### src/rtl/uart_sbf_pkg.sv
package uart_sbf_pkg;
  localparam int WORD_W = 16;
  localparam int LEFT_W = $clog2(WORD_W + 2);
  localparam int RX_W   = 10;

  typedef enum logic [1:0] {RX_IDLE, RX_START, RX_DATA} rx_state_e;

  // index of the highest set bit; 0 for an all-zero word
  function automatic logic [LEFT_W-1:0] top_set_idx(logic [WORD_W-1:0] w);
    logic [LEFT_W-1:0] idx;
    idx = '0;
    for (int i = 0; i < WORD_W; i++) begin
      if (w[i]) idx = LEFT_W'(i);
    end
    return idx;
  endfunction
endpackage

### src/rtl/uart_sbf_tx.sv
module uart_sbf_tx
  import uart_sbf_pkg::*;
#(
  parameter int OSR = 16
) (
  input  logic              clk_i,
  input  logic              rst_ni,
  input  logic              tick_i,
  input  logic              wr_i,
  input  logic [WORD_W-1:0] wdata_i,
  output logic              tbe_o,
  output logic              tsre_o,
  output logic              txd_o
);
  localparam int CNT_W = $clog2(OSR);

  logic [WORD_W-1:0] hold_q;
  logic [WORD_W:0]   sh_q;
  logic [LEFT_W-1:0] left_q;
  logic [CNT_W-1:0]  cnt_q;
  logic              tbe_q, tsre_q;
  logic              load_req, xfer;

  assign load_req = wr_i && (wdata_i != '0);
  assign xfer     = !tbe_q && tsre_q && !load_req;

  always_ff @(posedge clk_i or negedge rst_ni) begin
    if (!rst_ni) begin
      hold_q <= '0;
      sh_q   <= '0;
      left_q <= '0;
      cnt_q  <= '0;
      tbe_q  <= 1'b1;
      tsre_q <= 1'b1;
    end else begin
      if (load_req) begin
        hold_q <= wdata_i;
        tbe_q  <= 1'b0;
      end else if (xfer) begin
        sh_q   <= {hold_q, 1'b0};
        left_q <= top_set_idx(hold_q) + LEFT_W'(2);
        cnt_q  <= '0;
        tbe_q  <= 1'b1;
        tsre_q <= 1'b0;
      end
      if (!tsre_q && tick_i) begin
        if (cnt_q == CNT_W'(OSR - 1)) begin
          cnt_q  <= '0;
          sh_q   <= sh_q >> 1;
          left_q <= left_q - LEFT_W'(1);
          if (left_q == LEFT_W'(1)) tsre_q <= 1'b1;
        end else begin
          cnt_q <= cnt_q + CNT_W'(1);
        end
      end
    end
  end

  assign tbe_o  = tbe_q;
  assign tsre_o = tsre_q;
  assign txd_o  = tsre_q | sh_q[0];

  assert_zero_write_ignored_R2: assert property (@(posedge clk_i) disable iff (!rst_ni)
    (wr_i && wdata_i == '0 && tbe_q) |=> tbe_q);
  assert_transfer_R3: assert property (@(posedge clk_i) disable iff (!rst_ni)
    (!tbe_q && tsre_q && !wr_i) |=> (tbe_q && !tsre_q));
  assert_wait_while_busy_R3: assert property (@(posedge clk_i) disable iff (!rst_ni)
    (!tbe_q && !tsre_q) |=> !tbe_q);
  assert_last_bit_high_R4: assert property (@(posedge clk_i) disable iff (!rst_ni)
    $rose(tsre_q) |-> $past(txd_o));
endmodule

### src/rtl/uart_sbf_rx.sv
module uart_sbf_rx
  import uart_sbf_pkg::*;
#(
  parameter int OSR = 16
) (
  input  logic            clk_i,
  input  logic            rst_ni,
  input  logic            tick_i,
  input  logic            rxd_i,
  input  logic            long_i,
  input  logic            clr_i,
  output logic [RX_W-1:0] rbuf_o,
  output logic            rbf_o,
  output logic            ovrun_o
);
  localparam int CNT_W = $clog2(OSR);
  localparam int HALF  = OSR / 2;

  rx_state_e        state_q;
  logic [1:0]       sync_q;
  logic [CNT_W-1:0] cnt_q;
  logic [3:0]       nbit_q;
  logic [RX_W-1:0]  sh_q, sh_nx, frame_c, rbuf_q;
  logic             long_q, rbf_q, ovrun_q;
  logic             line, bit_end, done_c;

  assign line    = sync_q[1];
  assign bit_end = (state_q == RX_DATA) && tick_i && (cnt_q == CNT_W'(OSR - 1));
  assign done_c  = bit_end && (nbit_q == (long_q ? 4'd9 : 4'd8));
  assign sh_nx   = {line, sh_q[RX_W-1:1]};
  // short frame: nine samples land in [9:1]; stop bit is repeated in bit 9
  assign frame_c = long_q ? sh_nx : {sh_nx[RX_W-1], sh_nx[RX_W-1:1]};

  always_ff @(posedge clk_i or negedge rst_ni) begin
    if (!rst_ni) begin
      sync_q  <= 2'b11;
      state_q <= RX_IDLE;
      cnt_q   <= '0;
      nbit_q  <= '0;
      sh_q    <= '0;
      long_q  <= 1'b0;
    end else begin
      sync_q <= {sync_q[0], rxd_i};
      if (tick_i) begin
        unique case (state_q)
          RX_IDLE: if (!line) begin
            state_q <= RX_START;
            cnt_q   <= '0;
            long_q  <= long_i;
          end
          RX_START: begin
            if (cnt_q == CNT_W'(HALF - 1)) begin
              cnt_q  <= '0;
              nbit_q <= '0;
              state_q <= line ? RX_IDLE : RX_DATA;
            end else begin
              cnt_q <= cnt_q + CNT_W'(1);
            end
          end
          RX_DATA: begin
            if (bit_end) begin
              cnt_q  <= '0;
              sh_q   <= sh_nx;
              nbit_q <= nbit_q + 4'd1;
              if (done_c) state_q <= RX_IDLE;
            end else begin
              cnt_q <= cnt_q + CNT_W'(1);
            end
          end
          default: state_q <= RX_IDLE;
        endcase
      end
    end
  end

  always_ff @(posedge clk_i or negedge rst_ni) begin
    if (!rst_ni) begin
      rbuf_q  <= '0;
      rbf_q   <= 1'b0;
      ovrun_q <= 1'b0;
    end else begin
      if (clr_i) begin
        rbf_q   <= 1'b0;
        ovrun_q <= 1'b0;
      end
      if (done_c) begin
        if (rbf_q && !clr_i) begin
          ovrun_q <= 1'b1;
        end else begin
          rbuf_q <= frame_c;
          rbf_q  <= 1'b1;
        end
      end
    end
  end

  assign rbuf_o  = rbuf_q;
  assign rbf_o   = rbf_q;
  assign ovrun_o = ovrun_q;

  assert_load_sets_full_R8: assert property (@(posedge clk_i) disable iff (!rst_ni)
    (done_c && !rbf_q) |=> rbf_q);
  assert_overrun_keeps_data_R9: assert property (@(posedge clk_i) disable iff (!rst_ni)
    (done_c && rbf_q && !clr_i) |=> (ovrun_q && $stable(rbuf_q)));
  assert_clear_flags_R10: assert property (@(posedge clk_i) disable iff (!rst_ni)
    (clr_i && !done_c) |=> (!rbf_q && !ovrun_q));
  assert_reject_short_start_R7: assert property (@(posedge clk_i) disable iff (!rst_ni)
    (state_q == RX_START && tick_i && cnt_q == CNT_W'(HALF - 1) && line) |=> state_q == RX_IDLE);
endmodule

### src/rtl/uart_sbf.sv
module uart_sbf
  import uart_sbf_pkg::*;
#(
  parameter int OSR = 16
) (
  input  logic        clk_i,
  input  logic        rst_ni,
  input  logic        baud_tick_i,
  input  logic        tx_wr_i,
  input  logic [15:0] tx_wdata_i,
  input  logic        rx_long_i,
  input  logic        rbf_clr_i,
  input  logic        rxd_i,
  output logic        txd_o,
  output logic [15:0] rd_data_o
);
  logic            tbe, tsre, rbf, ovrun;
  logic [RX_W-1:0] rbuf;

  uart_sbf_tx #(.OSR(OSR)) i_tx (
    .clk_i   (clk_i),
    .rst_ni  (rst_ni),
    .tick_i  (baud_tick_i),
    .wr_i    (tx_wr_i),
    .wdata_i (tx_wdata_i),
    .tbe_o   (tbe),
    .tsre_o  (tsre),
    .txd_o   (txd_o)
  );

  uart_sbf_rx #(.OSR(OSR)) i_rx (
    .clk_i   (clk_i),
    .rst_ni  (rst_ni),
    .tick_i  (baud_tick_i),
    .rxd_i   (rxd_i),
    .long_i  (rx_long_i),
    .clr_i   (rbf_clr_i),
    .rbuf_o  (rbuf),
    .rbf_o   (rbf),
    .ovrun_o (ovrun)
  );

  assign rd_data_o = {ovrun, rbf, tbe, tsre, rxd_i, 1'b0, rbuf};

  always_comb begin
    assert_bit10_zero_R11: assert (!rst_ni || rd_data_o[10] == 1'b0);
  end
endmodule

### config.mk
export PLATFORM = sky130hd
export DESIGN_NAME = uart_sbf
export DESIGN_NICKNAME = d
export VERILOG_FILES = /design/src/rtl/uart_sbf_pkg.sv /design/src/rtl/uart_sbf_tx.sv /design/src/rtl/uart_sbf_rx.sv /design/src/rtl/uart_sbf.sv
export SDC_FILE = /design/constraint.sdc
export NUM_CORES = 1
export LEC_CHECK = 0
export BUFFER_PORTS_ARGS = -buffer_cell sky130_fd_sc_hd__buf_2
export CAP_MARGIN = 25
export CORE_MARGIN = 3
export CORE_UTILIZATION = 36
export DETAILED_ROUTE_END_ITERATION = 12
export PLACE_DENSITY = 0.54
export SLEW_MARGIN = 30
export SYNTH_ARGS = -nofsm -noshare
export SYNTH_HDL_FRONTEND = slang
export SYNTH_SLANG_ARGS = --single-unit
### constraint.sdc
create_clock -name clk_i -period 3.4 [get_ports clk_i]
set_input_delay 0.34 -clock clk_i [delete_from_list [all_inputs] [get_ports clk_i]]
set_output_delay 0.34 -clock clk_i [all_outputs]
set_load 0.05 [all_outputs]
==> flow_summary_export.csv <==
group,metric,value,unit
synth,synthCells,359,
job,cap_violations,0,
floorplanning,core_area,10400,um^2
floorplanning,start_util,0.373,
grt,grt_pass1_wl,12800,um
hold_path,hold_class,"in -> async",
grt,grt_max_degree,79,
place,numPortBuffers,38,
synth,synthMuxAreaShare,0.126,
clock_tree,cts_buffers,9,
synth,async_reset_ff_frac,1.00,
setup_path,required,3.64,ns
synth,synthesis.area,3880,um^2
synth,synth_warnings,0,
sta,relSlewSlack,0.444,
grt,track_usage,0.132,
final_layout,area_delta_synth_final,11.1,%
sta,whs,0.0203,ns
final_layout,diodes,0,
final_layout,drive_gt1_frac,0.286,
place,gp_congestion,0.769,
routing,wire_per_inst,14.2,um
synth,synth_commonest_cells,"dfrtp_1, nand2_1, mux2_2",
sta,fin_skew,0.0105,ns
sta,final.min_clock_period,2.59,ns
synth,yosysUniqueCellTypes,60,
power,irDropWorstVdd,0.252,mV
synth,synth-edff-count,0,
place,placed_cell_area,4110,um^2
floorplanning,rows,37,
power,pwr_density_cell,600,nW/um^2
routing,detail-route-antenna-nets,0,
clock_tree,insertion_delay,0.35,ns
setup_path,cp_data_arrival_time,2.83,ns
clock_tree,post-cts-setup-buffers,0,
place,dp_slack,0.792,ns
routing,vias_per_cell,5.15,
synth,synth-seq-cells,78,
clock_tree,cts_tree,"built",
floorplanning,die_x,110,um
grt,grt_pass1_vias,2601,
grt,overflow,0,
synth,yosysMostFrequentCell,"dfrtp_1",
sta,finalSetupViolations,0,
routing,drc_errors,0,
sta,tns,0,ns
synth,synth_top_family_by_area,"simple AND/OR/NAND/NOR gates",
sta,slew_viol_final,0,
routing,vias,2718,
clock_tree,path_clk_slew,0.09,ns
synth,syn_avg_cell_area,10.8,um^2
final_layout,final_cell_area,4310,um^2
synth,synthSimpleGateAreaFrac,0.160,
grt,antenna_found_initial,0,
synth,synth_nets,391,
routing,firstDrtPassIters,4,
setup_path,r2r_cells,7,
routing,totalWireLength,7490,um
setup_path,crit_type,"reg -> reg",
floorplanning,ios,40,
clock_tree,cts.sinks,78,
sta,fin_crit_sh,0.761,
synth,synth-main-ff-cell,"dfrtp_1",
power,leakage,2.06,nW
synth,synthXorXnorAreaFrac,0.00451,
routing,drt_iter0_drc,187,
outcome,status,"finished clean",
floorplanning,die_h,110,um
sta,final-hold-violation-count,0,
synth,synth.largest_area_cell,"dfrtp_1",
sta,worstMarginPinSlew,0.834,ns
clock_tree,cts_root_buffer,"clkbuf_8",
final_layout,final_util,0.414,
sta,fmax,386,MHz
synth,ys_seq_area_frac,0.504,
clock_tree,postCtsHoldBufs,0,
place,dp_hpwl,5020,um
clock_tree,cts_buffer_depth,2,
synth,synth_top_area_frac,0.477,
floorplanning,die_area,12100,um^2
setup_path,path_max_fanout,11,
sta,rsz0062_at_grt,"false",
clock_tree,cts_max_level,3,
setup_path,worst_setup_path_end_kind,"flop",
synth,ys_top_cells_by_area,"dfrtp_1, mux2_2, nand2_1",
clock_tree,cts_resized,0,
sta,fin_ws,0.812,ns
final_layout,nets,419,
synth,synth-adder-area-share,0.0290,
synth,synth-compound-area-share,0.125,
setup_path,cp-start-kind,"flop",
==> state kept, by name (all words and copies together), names as in the netlist <==
register      cells
i_tx.tsre_o       1
i_rx.cnt_q        4
i_rx.state_q      2
i_rx.rbf_o        1
i_tx.hold_q      16
i_rx.nbit_q       4
i_rx.sh_q         9
i_rx.rbuf_o      10
i_rx.long_q       1
i_tx.tbe_o        1
i_rx.sync_q       2
i_tx.left_q       5
i_tx.sh_q        17
i_tx.cnt_q        4
i_rx.ovrun_o      1
==> worst max-delay path, stage by stage (launching register included) <==
cell and delay (ns):
dfrtp_1 0.40, inv_1 0.09, ha_1 0.36, inv_1 0.09, or2_1 0.39, nor3_2 0.29
o21a_1 0.46, mux2_2 0.39
==> per-stage QoR <==
| step | power (W) | instances |
|---|---|---|
| finish | 0.00259 | 528 |
| global route | 0.00277 | 528 |
| CTS | 0.00262 | 528 |
| detailed placement | 0.00189 | 512 |
| global placement | 0.00187 | 512 |
| floorplan | 0.00172 | 359 |
==> metal layers <==
layer	GRT usage	vias to the layer above	routed length, um
li1	-	1338	-
met1	0.190	1322	3810
met2	0.198	50	3340
met3	0.0335	8	266
met4	0.0321	0	72
met5	0	-	0
==> path summary, 6_finish.rpt <==
path / slack (ns) / endpoint / from
setup / recovery: 0.81 / i_rx.rbuf_o[6]$_DFFE_PN0P_ / i_rx.state_q[0]$_DFFE_PN0P_
hold / removal: 0.02 / i_rx.rbuf_o[9]$_DFFE_PN0P_ / rst_ni
setup reg to reg: 0.81 / i_rx.rbuf_o[6]$_DFFE_PN0P_ / i_rx.state_q[0]$_DFFE_PN0P_
hold reg to reg: 0.36 / i_rx.sync_q[1]$_DFF_PN1_ / i_rx.sync_q[0]$_DFF_PN1_
max in group asynchronous: 2.90 / i_tx.sh_q[4]$_DFF_PN0_ / rst_ni
min in group clk_i: 0.10 / i_rx.sync_q[0]$_DFF_PN1_ / rxd_i
==> placed cells by master (no fill, tap or decap), types with 3 or more instances in the layout <==
master / synthesis / routed
dfrtp_1: 74 / 74
nand2_1: 52 / 52
mux2_2: 38 / 38
buf_2: 6 / 37
nand3_1: 27 / 27
nor2_1: 16 / 16
a22oi_1: 15 / 15
inv_1: 10 / 10
a21oi_1: 10 / 10
o21ai_0: 9 / 9
ha_1: 9 / 9
clkbuf_8: 0 / 9
nor3_1: 4 / 4
o21a_1: 4 / 4
o21ai_1: 4 / 4
dfstp_2: 4 / 4
nor2b_1: 3 / 3
or4_4: 3 / 3
nand4_1: 3 / 3
o31ai_1: 3 / 3
mux2i_1: 3 / 3
==> report_power, final <==
group          switching (W)  internal (W)
logic               0.000318      0.000258
registers           0.000181       0.00111
clock network       0.000369      0.000349
total               0.000869       0.00172
==> cell type report <==
| cell class | count | area, um^2 |
|---|---|---|
| timing repair buffer | 40 | 211 |
| clock inverter | 7 | 82.6 |
| multi-input combinational | 248 | 1730 |
| fill | 1018 | 6100 |
| tap | 136 | 170 |
| sequential | 78 | 1960 |
| inverter | 10 | 37.5 |
| clock buffer | 9 | 124 |
==> cell families (layout without fill, tap and decap cells) <==
| group | after synthesis | count (layout) |
|---|---|---|
| xor gates and xnor gates | 2 | 2 |
| adders and majority gates | 9 | 9 |
| DFF | 78 | 78 |
| buffers and inverters | 33 | 66 |
| and+or+nand+nor | 126 | 126 |
| other | 1 | 1 |
| muxes | 43 | 43 |
| AOI/OAI and AO/OA | 67 | 67 |
(Power assumes the default switching activity.)
